$ cat config.mk
export PLATFORM = sky130hd
export DESIGN_NAME = bidir_hs_port
export DESIGN_NICKNAME = d
export VERILOG_FILES = /design/src/rtl/bhp_pkg.sv /design/src/rtl/bhp_edge.sv /design/src/rtl/bhp_bsr.sv /design/src/rtl/bidir_hs_port.sv
export SDC_FILE = /design/constraint.sdc
export NUM_CORES = 1
export LEC_CHECK = 0
export BUFFER_PORTS_ARGS = -buffer_cell sky130_fd_sc_hd__buf_2
export CORE_UTILIZATION = 47
export CTS_BUF_LIST = sky130_fd_sc_hd__clkbuf_8
export DETAILED_ROUTE_END_ITERATION = 10
export PLACE_DENSITY = 0.8
export RECOVER_POWER = 50
export SYNTH_ARGS = -nofsm -noshare
export SYNTH_HDL_FRONTEND = slang
export SYNTH_HIERARCHICAL = 1
export SYNTH_SLANG_ARGS = --single-unit
export TNS_END_PERCENT = 10
$ cat constraint.sdc
create_clock -name clk -period 1.3 [get_ports clk]
set_input_delay 0.195 -clock clk [delete_from_list [all_inputs] [get_ports clk]]
set_output_delay 0.195 -clock clk [all_outputs]
set_load 0.03 [all_outputs]
$ cat src/rtl/bhp_pkg.sv
package bhp_pkg;
    typedef enum logic [1:0] {
        SLOT_DATA = 2'd0,
        SLOT_STAT = 2'd1,
        SLOT_CMD  = 2'd2,
        SLOT_NONE = 2'd3
    } slot_e;

    localparam int EN_OUT_BIT = 6;
    localparam int EN_IN_BIT  = 4;
    localparam int CMD_FLAG   = 7;
endpackage

$ cat src/rtl/bhp_edge.sv
module bhp_edge #(
    parameter int N = 2
) (
    input  logic         clk,
    input  logic         rst_n,
    input  logic [N-1:0] pin_n,
    output logic [N-1:0] fall,
    output logic [N-1:0] rise
);
    for (genvar i = 0; i < N; i++) begin : g_pin
        logic prev_d, prev_q;

        always_comb prev_d = pin_n[i];

        always_ff @(posedge clk or negedge rst_n) begin
            if (!rst_n) prev_q <= 1'b1;
            else        prev_q <= prev_d;
        end

        assign fall[i] = prev_q & ~pin_n[i];
        assign rise[i] = ~prev_q & pin_n[i];
    end
endmodule

$ cat src/rtl/bhp_bsr.sv
module bhp_bsr #(
    parameter int W = 8,
    localparam int SEL_W = $clog2(W)
) (
    input  logic             clk,
    input  logic             rst_n,
    input  logic             cmd_valid,
    input  logic [SEL_W-1:0] cmd_sel,
    input  logic             cmd_val,
    output logic [W-1:0]     ctrl
);
    logic [W-1:0] ctrl_d, ctrl_q;

    always_comb begin
        ctrl_d = ctrl_q;
        if (cmd_valid) ctrl_d[cmd_sel] = cmd_val;
    end

    always_ff @(posedge clk or negedge rst_n) begin
        if (!rst_n) ctrl_q <= '0;
        else        ctrl_q <= ctrl_d;
    end

    assign ctrl = ctrl_q;
endmodule

$ cat src/rtl/bidir_hs_port.sv
module bidir_hs_port
    import bhp_pkg::*;
#(
    parameter int DATA_W = 8,
    parameter int GP_W   = 3
) (
    input  logic              clk,
    input  logic              rst_n,
    input  logic              host_cs,
    input  logic              host_we,
    input  logic [1:0]        host_addr,
    input  logic [DATA_W-1:0] host_wdata,
    output logic [DATA_W-1:0] host_rdata,
    output logic [DATA_W-1:0] pad_out,
    output logic              pad_oe,
    input  logic [DATA_W-1:0] pad_in,
    input  logic              stb_n,
    input  logic              ack_n,
    output logic              ibf,
    output logic              obf_n,
    output logic              intr,
    output logic [GP_W-1:0]   gp_out
);
    localparam int SEL_W  = $clog2(DATA_W);
    localparam int PIN_STB = 0;
    localparam int PIN_ACK = 1;

    typedef struct packed {
        logic [DATA_W-1:0] out_lat;
        logic [DATA_W-1:0] in_lat;
        logic              obf;
        logic              ibf;
        logic              out_pend;
        logic              in_pend;
    } port_st_t;

    port_st_t st_d, st_q;

    logic [1:0] pin_fall, pin_rise;
    logic [DATA_W-1:0] ctrl;
    logic wr_data, rd_data, cmd_wr;
    logic en_in, en_out;
    logic unused_ctrl;

    // Strobe and acknowledge edge detection
    bhp_edge #(.N(2)) u_edge (
        .clk   (clk),
        .rst_n (rst_n),
        .pin_n ({ack_n, stb_n}),
        .fall  (pin_fall),
        .rise  (pin_rise)
    );

    // Host register decode
    assign wr_data = host_cs &  host_we & (slot_e'(host_addr) == SLOT_DATA);
    assign rd_data = host_cs & ~host_we & (slot_e'(host_addr) == SLOT_DATA);
    assign cmd_wr  = host_cs &  host_we & (slot_e'(host_addr) == SLOT_CMD)
                     & ~host_wdata[CMD_FLAG];

    bhp_bsr #(.W(DATA_W)) u_bsr (
        .clk       (clk),
        .rst_n     (rst_n),
        .cmd_valid (cmd_wr),
        .cmd_sel   (host_wdata[SEL_W:1]),
        .cmd_val   (host_wdata[0]),
        .ctrl      (ctrl)
    );

    assign en_in       = ctrl[EN_IN_BIT];
    assign en_out      = ctrl[EN_OUT_BIT];
    assign unused_ctrl = ^ctrl;

    // Next-state logic
    always_comb begin
        st_d = st_q;
        // Output direction: a host write beats an acknowledge fall in the same cycle
        if (pin_fall[PIN_ACK]) st_d.obf = 1'b0;
        if (wr_data) begin
            st_d.out_lat  = host_wdata;
            st_d.obf      = 1'b1;
            st_d.out_pend = 1'b0;
        end
        if (pin_rise[PIN_ACK]) st_d.out_pend = 1'b1;
        // Input direction: a strobe capture beats a host read in the same cycle
        if (rd_data) begin
            st_d.ibf     = 1'b0;
            st_d.in_pend = 1'b0;
        end
        if (pin_fall[PIN_STB]) begin
            st_d.in_lat = pad_in;
            st_d.ibf    = 1'b1;
        end
        if (pin_rise[PIN_STB] && st_q.ibf) st_d.in_pend = 1'b1;
    end

    always_ff @(posedge clk or negedge rst_n) begin
        if (!rst_n) st_q <= '0;
        else        st_q <= st_d;
    end

    // Host read mux
    always_comb begin
        host_rdata = '0;
        unique case (slot_e'(host_addr))
            SLOT_DATA: host_rdata = st_q.in_lat;
            SLOT_STAT: begin
                host_rdata[0] = st_q.ibf;
                host_rdata[1] = st_q.obf;
                host_rdata[2] = en_in;
                host_rdata[3] = en_out;
            end
            SLOT_CMD: begin
                host_rdata[EN_OUT_BIT] = en_out;
                host_rdata[EN_IN_BIT]  = en_in;
                host_rdata[GP_W-1:0]   = ctrl[GP_W-1:0];
            end
            default: host_rdata = '0;
        endcase
    end

    // Pad and flag outputs
    assign pad_out = st_q.out_lat;
    assign pad_oe  = ~ack_n;
    assign ibf     = st_q.ibf;
    assign obf_n   = ~st_q.obf;
    assign intr    = (st_q.out_pend & en_out) | (st_q.in_pend & en_in);
    assign gp_out  = ctrl[GP_W-1:0];
endmodule

Word level (Yosys, flattened, before mapping)
Cells that the tools add are included.
- bits in registers: 30
- word-level logic and storage cells: 56
- output and inout bits: 23
- bitwise gates (word level): 20
- $lt $le $gt $ge: 2
- equal/unequal tests: 2
- muxes and demuxes: 16
- reductions and logical operators: 7
- operators by type and width (operator ; number):
    bitwise AND 1 bit ; 12
    two-way mux 1 bit ; 10
    one-hot mux 3 bit (3 select lines) ; 1
    bitwise mux 8 bit ; 1
    nonzero test 2 bit ; 4
    inverter 1 bit ; 7
    one-hot mux 1 bit (2 select lines) ; 3
    less-than comparator 3 x 4 -> 1 bit, second input constant ; 1
    demux 1 bit (select 3 bit) ; 1
    >= comparator 3 x 1 -> 1 bit, second input constant ; 1
    equality test 2 x 1 -> 1 bit, second input constant ; 1
    equality test 2 bit, second input constant ; 1
    logical AND 1 bit ; 2
    zero test 2 bit ; 1
    bitwise OR 1 bit ; 1

Longest topological paths before layout
Gate-level depths: netlist of run 1.
- depth in word-level cells: 5
- mapped depth: 5
- gate-level depth less buffers: 4

Modules after synthesis
The synthesis of run 1 kept the hierarchy.
- modules (own cells, without submodules) (module ; cells each ; area an instance (µm²) ; sequential area each (µm²) ; times used):
    bidir_hs_port ; 75 ; 1006.0 ; 500.5 ; 1
    bhp_bsr ; 24 ; 386.6 ; 200.2 ; 1
    bhp_edge ; 6 ; 87.6 ; 52.6 ; 1

Least setup slack after synthesis of run 1
No wires, ideal clock.
- path kind: input-to-reg
- start: input host_addr[1]
- end: register u_bsr.ctrl_q[0], in the netlist u_bsr/ctrl[0]
- setup slack: -0.170 ns
- arrival: 1.345 ns
- stages: 5
- path through: buf_2 > nand4b_1 > nor2_1 > nor4b_2 > mux2_2
- word-level cells in the longest chain between the ends: 3
- ends and longest elaborated chain (item ; RTL line ; RTL):
    start, declared ; bidir_hs_port.sv:11 ; input logic [1:0] host_addr,
    equality test 2 bit ; bidir_hs_port.sv:57 ; assign cmd_wr = host_cs & host_we & (slot_e'(host_addr) == SLOT_CMD)
    bitwise AND 1 bit ; bidir_hs_port.sv:57 ;
    bitwise AND 1 bit ; bidir_hs_port.sv:58 ; & ~host_wdata[CMD_FLAG];
    net cmd_wr ; bidir_hs_port.sv:41 ; logic wr_data, rd_data, cmd_wr;
    end signal, assigned ; bhp_bsr.sv:21 ; else ctrl_q <= ctrl_d;
    end, declared ; bhp_bsr.sv:12 ; logic [W-1:0] ctrl_d, ctrl_q;
The timed path passes the listed nets, and every way through them passes these cells.
A chain may end at the register's enable or synchronous reset.

Final worst setup path of run 1
- start: input host_addr[0]
- end: register st_q, in the netlist pad_out[3]
- word-level cells in the longest chain between the ends: 2
- ends and longest elaborated chain (item ; RTL line ; RTL):
    zero test 2 bit ; bidir_hs_port.sv:55 ; assign wr_data = host_cs & host_we & (slot_e'(host_addr) == SLOT_DATA);
    bitwise AND 1 bit ; bidir_hs_port.sv:55 ;
    end signal, assigned ; bidir_hs_port.sv:98 ; else st_q <= st_d;
    end, declared ; bidir_hs_port.sv:37 ; port_st_t st_d, st_q;
Every way passes these cells.

==> run summary, run 1 <==
* **sort of element at the end of the critical path** flip-flop
* **core area** 2730 um^2
* **worst flop-to-flop path startpoint** u_edge/g_pin[0].prev_q$_DFF_PN1_
* **via count of the first global-routing pass** 899
* **initial standard-cell utilization of the core** 49.3%
* **final critical-path share of the clock period** 99.1%
* **instance count along the most critical hold path** 1
* **Syn Nets** 120
* **routed len/inst** 14.9 um
* **post-synth design cell area** 1350 um^2
* **final period demand of the worst path** 1.29 ns
* **Vias** 888
* **hold violation count in the final report** 0
* **wire length of the first global-routing pass** 4.26 mm
* **number of cells produced by synthesis** 96
* **cell area power density** 1280 nW/um^2
* **number of instances in the placed design** 166
* **aggregate negative setup slack** 0 ns
* **Die X** 55.5 um
* **cell area after placement** 1570 um^2
* **maximum clock frequency** 0.776 GHz
* **capturing point of the worst reg2reg path** st_q[6]$_DFFE_PN0P_
* **RSZ-0062 raised after global routing** yes
* **row count** 19
* **pin count of the biggest net entering global routing** 28
* **mean instance size in the synthesized netlist** 14.0 um^2
* **number of cell instances on the worst register-to-register path** 2
* **run status** finished clean
* **headroom to the max-slew limit** 55.2%
* **routability congestion estimate from global placement** 0.774
* **final core occ** 59.6%
* **Die Footprint** 3090 um^2
* **Die Y** 55.5 um
* **Max Fanout on Critical Path** 6
* **Setup-failing EPs final** 0
* **fraction of final layout cells sized beyond drive strength 1** 55.6%
* **TritonCTS clock tree** built
* **number of antenna violations at the first check in global routing** 0
* **maxcap violations** 0
* **DRC violation count after routing** 0
* **number of DRC violations after detailed-routing iteration 0** 14
* **clock net sink count** 27
* **number of buffers inserted during clock tree synthesis** 3
* **Detailed Route WL** 2.59 mm
* **worst min-delay path endpoint** u_edge/g_pin[0].prev_q$_DFF_PN1_
* **count of input and output buffers** 46
* **CTS clk-pin slew, worst paths** 0.09 ns
* **Worst R2R Setup Slack** 0.07 ns
* **Via density** 5.13
* **CTS HTree Levels** 1
* **leakage power** 0.820 nW
* **overall power** 2.09 mW
* **IO Pins** 47
* **data required time of the critical path** 1.45 ns
* **Worst-Skew Late Latency** 0.26 ns
* **worst path arrival time** 1.44 ns
* **overall overflow remaining after global route** 0
* **startpoint of the lowest-slack hold path** stb_n
* **Hold Crit Class** primary input to flip-flop
* **number of nets in the layout** 167
* **Slew Limit Fails** 0
* **number of antenna-violating nets in the routed design** 0
* **hpwl dp** 1.93 mm
* **final std cell area, no fill** 1630 um^2
* **Clock Skews** 0.00133 ns
* **maximum vdd drop** 1.03 mV
* **Cell Count, Final, Fillers Out** 173
* **slew at the pin closest to its max-slew limit** 0.672 ns
* **overall fraction of global-route tracks in use** 18.0%
* **Syn. warnings** 6
* **Clock Path Buffers** 2
* **number of inserted filler cells in the final layout** 236
* **ant diodes** 0
* **first-pass iteration count of the detailed router** 2
* **library cell used as clock root buffer** clkbuf_8
* **area growth from synthesis to layout** 20.9%
* **type of element launching the critical path** primary input
* **worst setup path category** primary input to flip-flop
worst max-delay path by stage:
stage	from	endpoint	cells past startpoint
2_1_floorplan	u_bsr/ctrl[1]$_DFFE_PN0P_	host_rdata[1]	2
3_3_place_gp	host_wdata[7]	u_bsr/ctrl[0]$_DFFE_PN0P_	5
3_5_place_dp	host_wdata[7]	u_bsr/ctrl[0]$_DFFE_PN0P_	5
4_1_cts	u_bsr/ctrl[0]$_DFFE_PN0P_	host_rdata[0]	3
5_1_grt	u_bsr/ctrl[2]$_DFFE_PN0P_	host_rdata[2]	3
6_report	host_addr[0]	pad_out[3]$_DFFE_PN0P_	4
metrics by stage:
stage,worst slack [ns],hold WS (ns)
2_1_floorplan,-0.0327,-0.101
3_3_place_gp,-0.0624,0.223
3_5_place_dp,-0.161,0.229
4_1_cts,0.00573,0.0334
5_1_grt,-0.0297,0.0277
6_report,0.0117,0.0301
layout make-up:
| cell class | count | area (um^2) | area share [%] |
|---|---|---|---|
| clock buffers | 3 | 41.3 | 2.53 |
| clock inverters | 1 | 3.75 | 0.230 |
| inverters | 3 | 11.3 | 0.691 |
| multi-input cells | 54 | 567 | 34.8 |
| flip-flops and latches | 27 | 678 | 41.6 |
| well taps | 31 | 38.8 | 2.38 |
| repair buffers | 54 | 289 | 17.7 |
cells in the final DEF, fill, tap and decap left out:
cell type and n:
nand4b_1 2, nor4b_2 1, nor2_1 4, inv_1 4
nor2b_1 1, nor3b_1 2, mux2_2 10, and2b_2 3
mux2i_1 6, o2bb2ai_1 3, dfstp_2 2, clkbuf_8 3
dlygate4sd3_1 1, a22o_1 2, nor4bb_1 1, dfrtp_1 25
buf_4 8, clkbuf_1 5, and4bb_1 3, clkbuf_2 1
o21bai_1 2, and2b_4 1, or4b_1 1, mux2_4 11
buf_2 39, a21o_1 1
critical path: stages:
cell      delay [ns]
buf_2           0.13
nor4bb_1        0.39
clkbuf_1        0.39
mux2_4          0.34
layer usage:
metal	track usage (%)	up-vias	wire (um)
met5	0	-	0
met4	7.50	0	16
met3	2.58	2	126
met2	29.3	30	1240
met1	24.1	431	1200
li1	-	425	-
report_power, final:
| group | switching [mW] | total, mW | internal (mW) |
|---|---|---|---|
| clock | 0.240 | 0.451 | 0.211 |
| sequential | 0.0692 | 1.03 | 0.962 |
| combinational | 0.341 | 0.606 | 0.265 |
what timing repair did:
item,in CTS,in global routing
setup endpoints to repair,1,13
pin swaps,0,2
cloned,0,0
hold buffers,1,0
endpoints found under the hold margin,25,0
buffers inserted,1,1
resized for setup,0,5
flip-flops by register name (all words and copies together) (netlist names):
name                 count
st_q                    11
u_bsr/ctrl               5
pad_out                  8
ibf                      1
u_edge/g_pin.prev_q      2
No activity file was read; power rests on OpenSTA's default activity.
==> run 2: changes to the inputs <==
Settings changed: REMOVE_ABC_BUFFERS from default to 1.
==> run summary, run 2 (synthesis gave the netlist of run 1 again) <==
* **number of antenna-violating nets in the routed design** 0
* **Die Y** 55.5 um
* **data required time of the critical path** 1.11 ns
* **hold slack final** 0.0153 ns
* **final period demand of the worst path** 1.30 ns
* **number of nets in the layout** 166
* **CTS HTree Levels** 1
* **final core occ** 59.6%
* **Clock Skews** 0.00395 ns
* **CTS clk-pin slew, worst paths** 0.09 ns
* **number of inserted filler cells in the final layout** 231
* **met2 Track Usage GR** 30.3%
* **clock net sink count** 27
* **via count of the first global-routing pass** 939
* **RSZ-0062 raised after global routing** yes
* **commonest non-fill, non-tap cell in the layout** buf_2
* **setup ws final** 0.00169 ns
* **Detailed Route WL** 2.67 mm
* **headroom to the max-slew limit** 55.8%
* **core area** 2730 um^2
* **critical path's slowest cell** dfrtp_1
* **number of buffers inserted during clock tree synthesis** 3
* **maximum single-stage delay on the critical path** 0.41 ns
* **ant diodes** 0
* **layer with the highest usage** met2
* **wire length of the first global-routing pass** 4.49 mm
* **Global Route met3 Usage** 3.75%
* **flip-flop count of the largest register after layout** 11
* **worst setup path category** flip-flop to output pin
* **Clock Path Buffers** 2
* **DRC violation count after routing** 0
* **first-pass iteration count of the detailed router** 4
* **Die X** 55.5 um
* **initial standard-cell utilization of the core** 49.3%
* **switching pwr** 662 uW
* **library cell used as clock root buffer** clkbuf_8
* **worst path arrival time** 1.10 ns
* **routability congestion estimate from global placement** 0.790
* **Clk network pwr share** 21.9%
* **share of total power in sequential cells** 49.2%
* **Sw Share** 31.5%
* **fraction of final layout cells sized beyond drive strength 1** 55.3%
* **Worst-Skew Late Latency** 0.27 ns
* **sort of element at the end of the critical path** output pin
* **pin count of the biggest net entering global routing** 28
* **maximum vdd drop** 0.764 mV
* **hold violation count in the final report** 0
* **TritonCTS clock tree** built
* **Worst R2R Setup Slack** 0.06 ns
* **run status** finished clean
* **fraction of power consumed by combinational cells** 28.9%
* **leakage power** 0.817 nW
* **sequential standard cell area** 678 um^2
* **area growth from synthesis to layout** 20.9%
* **Hold Crit Class** primary input to flip-flop
* **area occupied by multi-input gates** 567 um^2
* **Via density** 5.22
* **maxcap violations** 0
* **met1 GRT Util** 24.7%
* **overall fraction of global-route tracks in use** 19.1%
* **number of DRC violations after detailed-routing iteration 0** 10
* **row count** 19
* **Slew Limit Fails** 0
* **Die Footprint** 3090 um^2
* **cell area power density** 1290 nW/um^2
* **maximum clock frequency** 0.770 GHz
* **Max Fanout on Critical Path** 3
* **internal power** 1.44 mW
* **hpwl dp** 2.04 mm
* **most flop-heavy register** st_q
* **slew at the pin closest to its max-slew limit** 0.663 ns
* **number of antenna violations at the first check in global routing** 0
* **Setup-failing EPs final** 0
* **critical path cell sequence** mux2i_1, o2bb2ai_1, buf_4
* **overall power** 2.10 mW
* **type of element launching the critical path** flip-flop
* **commonest non-fill, non-tap cells in the layout** buf_2 (36), dfrtp_1 (25), mux2_4 (11)
* **overall overflow remaining after global route** 0
* **count of input and output buffers** 46
* **routed len/inst** 15.5 um
* **IO Pins** 47
* **Vias** 897
* **final critical-path share of the clock period** 99.9%
* **Place WS** -0.159 ns
[run 2: timing repair]
action,4_1_cts,5_1_grt
resized for setup,4,1
pin swaps,2,1
endpoints found under the hold margin,25,0
endpoints found under the setup margin,5,14
hold buffers,1,0
buffers inserted,2,0
[run 2: critical path, delay by kind of cell, from the launching register on]
kind	cells	cell delay, ns
muxes	1	0.17
buffers and inverters	1	0.17
DFF	1	0.41
AOI/OAI and AO/OA	1	0.09
[run 2: final timing paths]
path,from,end,depth (start not counted)
max in group asynchronous,rst_n,pad_out[4]$_DFFE_PN0P_,2
worst min register to register,st_q[0]$_DFFE_PN0P_,st_q[0]$_DFFE_PN0P_,1
worst max-delay path,u_bsr/ctrl[1]$_DFFE_PN0P_,host_rdata[1],3
worst max register to register,u_edge/g_pin[0].prev_q$_DFF_PN1_,st_q[6]$_DFFE_PN0P_,2
worst min-delay path,stb_n,u_edge/g_pin[0].prev_q$_DFF_PN1_,1
min in group asynchronous,rst_n,st_q[8]$_DFFE_PN0P_,2
[run 2: layer usage]
metal / up-vias / routed length [um]
li1: 424 / -
met1: 439 / 1180
met2: 29 / 1310
met3: 5 / 119
met4: 0 / 60
met5: - / 0
[run 2: metrics by stage]
step                std cells  setup TNS, ns  area, um^2
global placement          165         -0.456        1560
global route              172         -0.239        1630
floorplan                  84          -3.11        1260
finish                    172              0        1630
CTS                       172        -0.0103        1640
detailed placement        165         -0.686        1560
[run 2: power groups by stage]
stage	sequential (mW)	clock (mW)	combinational, mW
global route	1.05	0.510	0.644
floorplan	1.17	0	0.265
finish	1.03	0.460	0.607
CTS	1.03	0.478	0.619
detailed placement	1.05	0	0.599
global placement	1.04	0	0.585
[run 2: area by class of cell]
class	instances	share of cell area, %
clock buffers	3	2.53
clock inverters	1	0.230
well taps	31	2.38
multi-input cells	54	34.8
repair buffers	53	17.7
inverters	3	0.691
flip-flops and latches	27	41.6
